$ cat src/rtl/tag_rand_pkg.sv
package tag_rand_pkg;
  typedef enum logic [1:0] {
    S_IDLE = 2'd0,
    S_WALK = 2'd1,
    S_HOLD = 2'd2
  } rtg_state_e;
endpackage

$ cat src/rtl/rtg_lfsr_steps.sv
// Unrolled chain of LFSR steps; each step's feedback bit is one offset bit.
module rtg_lfsr_steps #(
  parameter int          SEED_W = 16,
  parameter int          NSTEPS = 4,
  parameter logic [15:0] TAPS   = 16'h002D
) (
  input  logic [SEED_W-1:0] seed_in,
  output logic [SEED_W-1:0] seed_out,
  output logic [NSTEPS-1:0] offset
);
  logic [SEED_W-1:0] chain [NSTEPS+1];

  assign chain[0] = seed_in;

  for (genvar i = 0; i < NSTEPS; i++) begin : g_step
    logic fb;
    assign fb           = ^(chain[i] & TAPS[SEED_W-1:0]);
    assign chain[i+1]   = {fb, chain[i][SEED_W-1:1]};
    assign offset[i]    = fb;
  end

  assign seed_out = chain[NSTEPS];
endmodule

$ cat src/rtl/rtg_skip_walker.sv
// One candidate tag per cycle; counts down the offset on allowed tags only.
module rtg_skip_walker #(
  parameter int TAG_W = 4,
  parameter int OFF_W = 4,
  localparam int NTAGS = 1 << TAG_W
) (
  input  logic             clk,
  input  logic             rst_n,
  input  logic             start,
  input  logic [TAG_W-1:0] start_tag,
  input  logic [OFF_W-1:0] offset,
  input  logic [NTAGS-1:0] excl,
  output logic             fin,
  output logic [TAG_W-1:0] tag_o
);
  logic [TAG_W-1:0] tag_q;
  logic [TAG_W-1:0] tag_nx;
  logic [OFF_W-1:0] rem_q;
  logic [NTAGS-1:0] excl_q;
  logic             act_q;
  logic             fin_q;

  assign tag_nx = tag_q + 1'b1;

  always_ff @(posedge clk) begin
    if (!rst_n) begin
      tag_q  <= '0;
      rem_q  <= '0;
      excl_q <= '0;
      act_q  <= 1'b0;
      fin_q  <= 1'b0;
    end else begin
      fin_q <= 1'b0;
      if (start) begin
        excl_q <= excl;
        rem_q  <= offset;
        if (&excl) begin
          tag_q <= '0;
          act_q <= 1'b0;
          fin_q <= 1'b1;
        end else begin
          tag_q <= start_tag;
          act_q <= 1'b1;
        end
      end else if (act_q) begin
        if (rem_q == '0 && !excl_q[tag_q]) begin
          act_q <= 1'b0;
          fin_q <= 1'b1;
        end else begin
          tag_q <= tag_nx;
          if (rem_q != '0 && !excl_q[tag_nx]) rem_q <= rem_q - 1'b1;
        end
      end
    end
  end

  assign fin   = fin_q;
  assign tag_o = tag_q;
endmodule

$ cat src/rtl/tag_rand_gen.sv
module tag_rand_gen
  import tag_rand_pkg::*;
#(
  parameter int          PTR_W         = 64,
  parameter int          TAG_W         = 4,
  parameter int          TAG_LSB       = 56,
  parameter int          SEED_W        = 16,
  parameter int          NSTEPS        = 4,
  parameter logic [15:0] TAPS          = 16'h002D,
  parameter logic [15:0] FALLBACK_SEED = 16'h0001,
  parameter logic [15:0] RESET_SEED    = 16'h0001,
  localparam int NTAGS    = 1 << TAG_W,
  localparam int SEED_LSB = 8,
  localparam int ST_W     = SEED_LSB + SEED_W,
  localparam int PAD_W    = SEED_LSB - TAG_W
) (
  input  logic              clk,
  input  logic              rst_n,
  input  logic              req_valid,
  output logic              req_ready,
  input  logic [PTR_W-1:0]  req_ptr,
  input  logic [NTAGS-1:0]  req_excl,
  input  logic [NTAGS-1:0]  cfg_excl,
  input  logic              rnd_en,
  output logic              res_valid,
  input  logic              res_ready,
  output logic [PTR_W-1:0]  res_ptr,
  input  logic              st_wr,
  input  logic [ST_W-1:0]   st_wdata,
  output logic [ST_W-1:0]   st_rdata
);
  localparam logic [PTR_W-1:0] TAG_MASK = {{(PTR_W-TAG_W){1'b0}}, {TAG_W{1'b1}}} << TAG_LSB;

  rtg_state_e        state_q;
  logic [SEED_W-1:0] seed_q;
  logic [TAG_W-1:0]  tag_q;
  logic [PTR_W-1:0]  ptr_q;

  logic [SEED_W-1:0] seed_src;
  logic [SEED_W-1:0] seed_step;
  logic [NSTEPS-1:0] offset;
  logic [NTAGS-1:0]  excl_eff;
  logic              accept;
  logic              w_fin;
  logic [TAG_W-1:0]  w_tag;

  assign seed_src  = (rnd_en && seed_q == '0) ? FALLBACK_SEED[SEED_W-1:0] : seed_q;
  assign excl_eff  = req_excl | cfg_excl;
  assign req_ready = (state_q == S_IDLE) && !st_wr;
  assign accept    = req_valid && req_ready;

  rtg_lfsr_steps #(
    .SEED_W (SEED_W),
    .NSTEPS (NSTEPS),
    .TAPS   (TAPS)
  ) u_lfsr (
    .seed_in  (seed_src),
    .seed_out (seed_step),
    .offset   (offset)
  );

  rtg_skip_walker #(
    .TAG_W (TAG_W),
    .OFF_W (NSTEPS)
  ) u_walk (
    .clk       (clk),
    .rst_n     (rst_n),
    .start     (accept),
    .start_tag (tag_q),
    .offset    (offset),
    .excl      (excl_eff),
    .fin       (w_fin),
    .tag_o     (w_tag)
  );

  always_ff @(posedge clk) begin
    if (!rst_n) begin
      state_q <= S_IDLE;
      seed_q  <= RESET_SEED[SEED_W-1:0];
      tag_q   <= '0;
      ptr_q   <= '0;
    end else begin
      unique case (state_q)
        S_IDLE: begin
          if (st_wr) begin
            seed_q <= st_wdata[SEED_LSB +: SEED_W];
            tag_q  <= st_wdata[TAG_W-1:0];
          end else if (accept) begin
            seed_q  <= seed_step;
            ptr_q   <= req_ptr;
            state_q <= S_WALK;
          end
        end
        S_WALK: begin
          if (w_fin) begin
            tag_q   <= w_tag;
            state_q <= S_HOLD;
          end
        end
        S_HOLD: begin
          if (res_ready) state_q <= S_IDLE;
        end
        default: state_q <= S_IDLE;
      endcase
    end
  end

  assign res_valid = (state_q == S_HOLD);
  assign res_ptr   = (ptr_q & ~TAG_MASK) | ({{(PTR_W-TAG_W){1'b0}}, tag_q} << TAG_LSB);
  assign st_rdata  = {seed_q, {PAD_W{1'b0}}, tag_q};
endmodule

$ cat config.mk
export PLATFORM = sky130hd
export DESIGN_NAME = tag_rand_gen
export DESIGN_NICKNAME = d
export VERILOG_FILES = /design/src/rtl/tag_rand_pkg.sv /design/src/rtl/rtg_lfsr_steps.sv /design/src/rtl/rtg_skip_walker.sv /design/src/rtl/tag_rand_gen.sv
export SDC_FILE = /design/constraint.sdc
export NUM_CORES = 1
export LEC_CHECK = 0
export ABC_CLOCK_PERIOD_IN_PS = 7300
export BUFFER_PORTS_ARGS = -buffer_cell sky130_fd_sc_hd__buf_2
export CAP_MARGIN = 20
export CORE_ASPECT_RATIO = 0.5
export CORE_UTILIZATION = 50
export CTS_BUF_LIST = sky130_fd_sc_hd__clkbuf_16
export CTS_CLUSTER_SIZE = 30
export DETAILED_ROUTE_END_ITERATION = 10
export PLACE_DENSITY = 0.84
export SYNTH_ARGS = -nofsm -noshare
export SYNTH_HDL_FRONTEND = slang
export SYNTH_SLANG_ARGS = --single-unit
$ cat constraint.sdc
create_clock -name clk -period 7.3 [get_ports clk]
set_input_delay 0.365 -clock clk [delete_from_list [all_inputs] [get_ports clk]]
set_output_delay 0.365 -clock clk [all_outputs]
set_load 0.05 [all_outputs]
* After elaboration in Yosys (flattened, before gate mapping)
Cells that the tools add are included.
** Storage, ports and cells
- Logic and storage cells :: 82
- Flip-flop bits (word level) :: 112
- Output and inout bits :: 90
- Bits of input ports :: 126
** Operators by class
- $add $sub $neg :: 2
- Equal/unequal tests :: 8
- $lt $le $gt $ge :: 2
- Bitwise logic cells :: 3
- Muxes and demuxes :: 31
- Reductions and logical operators :: 27
** Operators by type and width (count)
- $or A64 B60 Y64 :: 1
- $reduce_xor A16 Y1 :: 4
- $mux W16 :: 3
- $mux W4 :: 10
- $logic_not A16 Y1 :: 1
- $or A16 B16 Y16 :: 1
- $reduce_and A16 Y1 :: 1
- $lt A4 B5 Y1 const B :: 2
- $mux W1 :: 10
- $reduce_and A3 Y1 :: 3
- $bmux W1 S4 :: 2
- $mux W2 :: 4
- $ne A2 B2 Y1 const B :: 4
- $pmux W4 S2 :: 1
- $reduce_bool A2 Y1 :: 4
- $pmux W2 S3 :: 1
- $logic_and A1 B1 Y1 :: 5
- $add A4 B1 Y4 const B :: 1
- $logic_not A4 Y1 :: 1
- $ne A2 B1 Y1 const B :: 2
- $reduce_and A2 Y1 :: 2
- $reduce_and A4 Y1 :: 1
- $reduce_bool A4 Y1 :: 1
- $sub A4 B1 Y4 const B :: 1
- 5 further kinds :: 7

* Logic depth before layout (Yosys ltp)
Gate-level depths: netlist of the first run.
- Depth in word-level cells :: 9
- Depth in mapped cells :: 8
- Mapped depth without buffers :: 8

* By module
From an unflattened synthesis of the first run, not the netlist that was laid out.
** Unflattened totals
- Cell total of the unflattened synthesis :: 596
- Area, all modules :: 5220.0 sq um
** Modules (own cells, without submodules)
- tag_rand_gen :: times used 1, area each 3498.4 sq um, cells each 415, sequential area each 1641.6 sq um
- rtg_skip_walker :: times used 1, area each 1483.9 sq um, cells each 151, sequential area each 520.5 sq um
- rtg_lfsr_steps :: times used 1, area each 237.7 sq um, cells each 30, sequential area each 0.0 sq um

* Worst setup path before layout of the first run
No wires, ideal clock.
- Kind :: reg2reg
- Start :: register u_walk.tag_q[1], in the netlist u_walk.tag_o[1]
- End :: register u_walk.rem_q[0]
- Period minus slack after synthesis :: 2346 ps
- Setup slack :: 4954 ps
- Setup time :: 70 ps
- Cell stages (with the launch flop) :: 8
- Path buffers :: 0
- Data required time :: 7230 ps
- Arrival time :: 2276 ps
- Cells stage by stage :: dfxtp_1 > ha_1 > mux4_2 > mux2_2 > nor3b_2 > nor3_2 > a311o_1 > a21boi_1
** On the way
- Longest elaborated chain between the ends :: 7
- Elaborated cells on any way between the ends :: 12
- Classes of those cells :: add/sub: 1; eq/ne: 1; mux: 4; reduce/logical: 6
** RTL lines
- from (decl) :: line rtg_skip_walker.sv:16 : logic [TAG_W-1:0] tag_q;
- from (signal assigned) :: line rtg_skip_walker.sv:42 : tag_q <= start_tag;
- from (signal assigned) :: line rtg_skip_walker.sv:50 : tag_q <= tag_nx;
- $add A4 B1 Y4 :: line rtg_skip_walker.sv:23 : assign tag_nx = tag_q + 1'b1;
- $bmux W1 S4 :: line rtg_skip_walker.sv:51 : if (rem_q != '0 && !excl_q[tag_nx]) rem_q <= rem_q - 1'b1;
- $mux W1 (not written as such) :: line rtg_skip_walker.sv:51
- $logic_not A1 Y1 :: line rtg_skip_walker.sv:51
- $logic_and A1 B1 Y1 :: line rtg_skip_walker.sv:51
- $reduce_bool A2 Y1 (no source line)
- $reduce_and A3 Y1 (no source line) *
- to (signal assigned) :: line rtg_skip_walker.sv:36 : rem_q <= offset;
- to (signal assigned) :: line rtg_skip_walker.sv:51
- to (decl) :: line rtg_skip_walker.sv:18 : logic [OFF_W-1:0] rem_q;
Mark *: on every way between the ends. The rest lies on a longest branch, timed or not. The select of a mux whose other input is x is not followed.
A chain may end at the register's enable or synchronous reset.

* Worst setup path in the final report of the first run
- Start :: register u_walk.tag_q[0], in the netlist u_walk.tag_o[0]
- End :: register u_walk.rem_q[0]
The elaborated chain is that of the path after synthesis.

==> impl_metrics.toml, run 1 <==
[logic_synthesis]
syn_inst = 579
ys_ff_latch = 108
ys_types = 55
postSynthAreaPerCell_um2 = 8.544
yosysSeqAreaShare_pct = 43.70
syn-cell-area_mm2 = 0.004947
yosys_warnings = 0

[finish]
drive_gt1_share_pct = 31.84
final_common_cell = "buf_2"
nNetsFinal = 881
diodes = 0
areaGrowthSynthToFinish_pct = 25.82
final_cell_mix = "buf_2 (203), nand2_1 (152), dfxtp_1 (108)"

[sta]
period_share_pct = 39.64
hold_viol_final = 0
slew_viol_final = 0
rsz0062_at_grt = "false"
fmax_ghz = 0.3456
tightest_slew_ns = 0.9569
fin_skew_ns = 0.008944
slew_headroom_pct = 36.21
setup_tns_ns = 0
setup_viol = 0
holdWs_ns = 0.2672
period_needed_ns = 2.894

[floorplan]
dieArea_mm2 = 0.01032
rows = 25
ios = 216
core_region_area_mm2 = 0.009509
die_h_um = 72.34
start_util_pct = 52.03
die_w_um = 142.7

[global_routing]
grt_antenna_before_repair = 0
track_usage_pct = 23.07
grt_max_degree = 110
grt_pass1_vias = 4112
overflow = 0
grt_first_pass_wirelength_um = 19110

[clock_tree]
cts_root_buf = "clkbuf_16"
insertion_delay_ns = 0.34
tritoncts = "done"
cts_resized = 0
clkTransAtPathRegs_ns = 0.08
cts_setup_buffers = 0
clock_path_buffers = 2
cts_buffers = 9
holdBufCountCts = 0
cts.sinks = 108
cts_max_level = 3

[power_and_ir_drop]
clkPwrFrac_pct = 32.1
p_switching_mw = 0.5000
combinationalPowerShare_pct = 23.7
p_per_area_mw_per_mm2 = 245.1
ir_worst_vdd_uv = 147.1
p_seq_share_pct = 44.2
p_leak_nw = 2.946
internal_power_mw = 1.026
p_total_mw = 1.526
switching_share_pct = 32.77

[setup_path]
worstSetupPathType = "flop to flop"
startpoint_type = "flop"
required_ns = 7.58
critPathMaxFanout = 13
cp.arrival_ns = 3.17
cp-end-kind = "flop"

[detailed_routing]
vias = 4582
drtPass1Iterations = 4
routedWlPerCell_um = 13.69
routed_wl_um = 12220
drtIter0Drc = 242
final_antenna_net_count = 0
drc = 0
viasPerCell = 5.137

[outcome]
status = "completed"

[placement]
port_buffers = 203
hpwlAfterDp_um = 8197
place_congestion = 0.8105

[hold_path]
hold_path_class = "primary input to flop"

[flow_run]
cap_violations = 0
[per-stage QoR]
stage	instance area, um2	util [%]	setup slack [ns]	cells
detailed placement	5919	62.25	4.436	875
CTS	6217	65.38	4.364	891
global route	6225	65.46	4.224	892
floorplan	4959	-	4.954	582
finish	6225	65.46	4.406	892
global placement	5919	62.25	4.583	875
[cell usage after synthesis, drive strengths merged]
master   number  area share [%]
a211oi        1            0.15
a21boi       61             9.3
a21oi        26             2.6
a22oi         2            0.30
a2bb2oi       1            0.18
a311o         1            0.20
a31o          1            0.18
a31oi         1            0.13
and2          4            0.51
and3          3            0.40
buf          14             2.0
clkbuf       34             3.2
conb          1           0.076
dfxtp       108              44
ha            3            0.76
inv           4            0.30
mux2          1            0.23
mux2i         8             1.6
mux4          8             3.7
nand2       153              12
nand2b        2            0.25
nand3         2            0.20
nor2         37             2.8
nor2b         4            0.51
nor3         10             1.1
nor3b         7             1.2
nor4          4            0.63
nor4b         2            0.48
o211a        17             3.4
o211ai        1            0.15
o21a          1            0.15
o21ai        27             2.7
o221a         1            0.23
o22ai         4            0.51
o31ai         7             1.1
or2           2            0.25
or2b          1            0.18
or4           1            0.15
xnor2         8             1.4
xor2          6             1.4
[kinds of logic (layout without fill, tap and decap cells)]
group	after synthesis	count (layout)	share of synthesized area (%)
AO/OA/AOI/OAI	152	152	21.29
XOR/XNOR	14	14	2.858
adder cells (fa/ha/maj)	3	3	0.7588
buffers and inverters	52	227	5.488
flip-flops	108	108	43.70
multiplexers	17	17	5.564
other	1	4	0.07580
AND/OR/NAND/NOR	232	232	20.26
[layout make-up]
cell class | count | area [um2]
Fill cell | 794 | 3284
Multi-Input combinational cell | 422 | 2535
Sequential cell | 108 | 2162
Timing Repair Buffer | 207 | 1046
Clock buffer | 9 | 225.2
Tap cell | 135 | 168.9
Clock inverter | 7 | 72.57
Inverter | 4 | 15.01
[routing by layer]
layer | GRT usage [%] | share of wire [%] | up-vias
li1 | - | - | 2307
met1 | 27.64 | 43 | 2104
met2 | 40.52 | 49 | 149
met3 | 6.535 | 6.3 | 22
met4 | 7.288 | 1.4 | 0
met5 | 0 | 0 | -
[state kept, by name, summed over array words and instances (netlist names)]
name	flops
u_walk.fin	1
u_walk.tag_o	4
tag_q	4
state_q	2
u_walk.excl_q	16
u_walk.rem_q	4
ptr_q	60
seed_q	16
u_walk.act_q	1
[power by group through the flow]
stage                     registers [mW]  clock network (mW)  logic (mW)
after CTS                          0.673               0.497       0.361
after detailed placement           0.685                   0       0.357
after global routing               0.680               0.520       0.387
after global placement             0.683                   0       0.349
after floorplan                    0.772                   0       0.181
final                              0.674               0.490       0.361
[worst max-delay path, stage by stage, from the launching register on]
cell      delay (ns)
dfxtp_1         0.69
ha_1            0.35
xor2_4          0.25
mux4_2          0.55
nor4b_2         0.41
nor3_2          0.14
a311o_1         0.33
a21boi_1        0.12
[final timing paths]
kind / startpoint / endpoint / slack, ns / cells past startpoint
hold reg to reg: ptr_q[8]$_SDFFE_PN0P_ / ptr_q[8]$_SDFFE_PN0P_ / 0.46 / 2
setup / recovery: u_walk.tag_o[0]$_SDFFE_PN0P_ / u_walk.rem_q[0]$_SDFFE_PN0P_ / 4.41 / 7
hold / removal: req_ptr[29] / ptr_q[29]$_SDFFE_PN0P_ / 0.27 / 3
setup reg to reg: u_walk.tag_o[0]$_SDFFE_PN0P_ / u_walk.rem_q[0]$_SDFFE_PN0P_ / 4.41 / 7
No activity file was read; power rests on OpenSTA's default activity.
==> run 2, diff against run 1 <==
ABC_AREA = 1   (was unset)
ABC_CLOCK_PERIOD_IN_PS = 2500   (was 7300)
CORE_UTILIZATION = 43   (was 50)
PLACE_DENSITY = 0.77   (was 0.84)
clock period = 2.5 ns   (was 7.3 ns; I/O delays follow)
==> run 2 against run 1 <==
Net effect:
- the run now ends with DRC left
- hold slack got worse by 0.26 ns
- non-clock buffer count increased by 48
- wire length increased by 10%
- clock-buffer cell count unchanged
- register-to-register slack got worse by 3.7 ns
- combinational power increased to 3.8 times the previous value
- maximum frequency increased by 57%
- global-route usage about the same
==> impl_metrics.toml, run 2 <==
[outcome]
status = "finished with violations"
violations = "DRC"

[global_routing]
grt_max_degree = 60
use_met2_pct = 41.57
track_usage_pct = 23.12
grtUsageMet3_pct = 5.201
grt_first_pass_wirelength_um = 22350
grt_busiest_layer = "met2"
grt_antenna_before_repair = 0
grt_pass1_vias = 4993
grtUsageMet1_pct = 25.77
overflow = 0

[placement]
place_congestion = 0.8853
port_buffers = 203
dpl_cell_area_mm2 = 0.005876
hpwlAfterDp_um = 8954
dp.cells = 1000

[logic_synthesis]
ys_ff_latch = 108
synth_edf_count = 0
ys_async_sr_fraction_pct = 0
yosysSeqAreaShare_pct = 44.42
yosys-top-cells-area = "dfxtp_1 (44%), nor2_1 (14%), o21ai_0 (11%)"
synth_compound_area_share_pct = 17.53
synth_fa_ha_area_share_pct = 0.7712
syn_inst = 690
ys_top_cells_by_count = "nor2_1 (185), dfxtp_1 (108), o21ai_0 (103)"
synth_ff_type = "dfxtp_1"
muxShareOfSynthArea_pct = 0.2057
synth_top_family_by_area = "simple AND/OR/NAND/NOR gates"
synth_largest_area_cell = "dfxtp_1"
yosysMostFrequentCell = "nor2_1"
syn-cell-area_mm2 = 0.004867
postSynthAreaPerCell_um2 = 7.054
synth_top_area_share_pct = 44.42
synth_simple_gate_area_share_pct = 25.40
yosys_warnings = 0
synth_xor_area_share_pct = 2.853
ys_types = 30

[finish]
design_area_mm2 = 0.006585
final_cell_mix = "buf_2 (203), nor2_1 (185), dfxtp_1 (108)"
areaGrowthSynthToFinish_pct = 35.30
diodes = 0
nNetsFinal = 1037
layoutNonFillerInstCount = 1057
fillerInstances = 979
regMostFlops = "ptr_q"
final_common_cell = "buf_2"
largest_reg_flops = 60
drive_gt1_share_pct = 25.99
reg.largest.list = "ptr_q x60, seed_q x16, u_walk.excl_q x16"

[setup_path]
cp_num_buf_inv = 1
cpLargestDelayFamily = "simple AND/OR/NAND/NOR gates"
cp.arrival_ns = 2.12
required_ns = 2.78
crit_chain = "ha_1 -> a21oi_1 -> o21ai_0 -> nand3_1 -> nand3_1 -> nand3_2 -> nand2_2 -> inv_1 -> nor2_1 -> nor2_1"
cp-end-kind = "flop"
slowest_delay_ns = 0.52
crit_slowest_cell = "dfxtp_1"
worstSetupPathType = "flop to flop"
startpoint_type = "flop"
critPathMaxFanout = 9

[clock_tree]
holdBufCountCts = 42
clkTransAtPathRegs_ns = 0.07
cts_buffers = 9
tritoncts = "done"
cts_setup_buffers = 0
cts_resized = 0
clock_path_buffers = 2
cts_root_buf = "clkbuf_16"
insertion_delay_ns = 0.35
cts.sinks = 108
cts_max_level = 3

[sta]
tightest_slew_ns = 0.5735
slew_viol_final = 0
period_share_pct = 73.56
period_needed_ns = 1.839
hold_viol_final = 0
rsz0062_at_grt = "false"
slew_headroom_pct = 61.51
setup_viol = 0
fmax_ghz = 0.5438
setup_tns_ns = 0
fin_skew_ns = 0.006861
holdWs_ns = 0.008821

[power_and_ir_drop]
ir_worst_vdd_uv = 351.9
p_seq_share_pct = 41.8
p_per_area_mw_per_mm2 = 721.4
p_switching_mw = 1.673
switching_share_pct = 35.21
p_total_mw = 4.750
internal_power_mw = 3.078
clkPwrFrac_pct = 29.6
combinationalPowerShare_pct = 28.7
p_leak_nw = 3.267

[hold_path]
hold_path_class = "primary input to flop"

[detailed_routing]
final_antenna_net_count = 0
drc = 1
drtPass1Iterations = 10
viasPerCell = 4.983
routed_wl_um = 13470
drtIter0Drc = 263
routedWlPerCell_um = 12.74
vias = 5267

[floorplan]
core_region_area_mm2 = 0.01101
die_w_um = 152.5
die_h_um = 77.23
dieArea_mm2 = 0.01177
start_util_pct = 44.19
rows = 27
ios = 216

[flow_run]
cap_violations = 0
==> run 2: cell types whose count changed after synthesis, moves of 20 or more <==
cell,delta
nor2_1,+148
o21ai_0,+77
nand2_1,-73
a21boi_0,-60
inv_1,+34
nand3_1,+30
buf_2,+21
a21oi_1,+20
==> run 2: layout make-up <==
cell class	count	area [um2]	share of cell area, %
tap	145	181.4	2.755
multi-input combinational	494	2291	34.79
inverter	40	150.1	2.280
timing repair buffer	255	1511	22.95
clock inverter	6	63.81	0.9690
sequential	108	2162	32.83
clock buffer	9	225.2	3.420
==> run 2: per-layer routing <==
| layer | share of wire [%] | up-vias |
|---|---|---|
| met5 | 0 | - |
| met4 | 3.9 | 0 |
| met3 | 4.9 | 47 |
| met2 | 50 | 166 |
| met1 | 41 | 2410 |
| li1 | - | 2644 |
==> run 2: power by group through the flow <==
stage          Clock (mW)  Sequential [mW]  Combinational, mW
2_1_floorplan           0             2.36              0.644
3_3_place_gp            0             2.02               1.28
3_5_place_dp            0             2.02               1.30
4_1_cts              1.44             1.98               1.36
5_1_grt              1.51             2.00               1.49
6_report             1.40             1.98               1.36
==> run 2: worst min-delay path: stages <==
cell and delay, ns:
buf_2 0.08, nor2_1 0.03, nor2_1 0.08
==> run 2: cells by family (layout without fill, tap and decap cells) <==
kind of cell	after synthesis	after routing
AO/OA/AOI/OAI	165	165
XOR/XNOR	15	15
adder cells (fa/ha/maj)	3	3
buffers and inverters	91	310
flip-flops	108	108
multiplexers	1	1
other	1	4
AND/OR/NAND/NOR	306	306
==> run 2: per-stage QoR <==
stage          worst slack, ns  util [%]
3_3_place_gp            0.7113     53.35
2_1_floorplan           0.9332         -
4_1_cts                 0.6567     59.79
6_report                0.6611     59.79
5_1_grt                 0.4681     59.79
3_5_place_dp            0.6686     53.35
==> run 2: worst paths after layout <==
kind,start,to,slack (ns),cells after the start
worst min register to register,u_walk.act_q$_SDFF_PN0_,u_walk.act_q$_SDFF_PN0_,0.49,2
worst max register to register,u_walk.tag_o[1]$_SDFFE_PN0P_,u_walk.rem_q[0]$_SDFFE_PN0P_,0.66,10
worst max-delay path,u_walk.tag_o[1]$_SDFFE_PN0P_,u_walk.rem_q[0]$_SDFFE_PN0P_,0.66,10
worst min-delay path,req_ptr[63],ptr_q[63]$_SDFFE_PN0P_,0.009,3
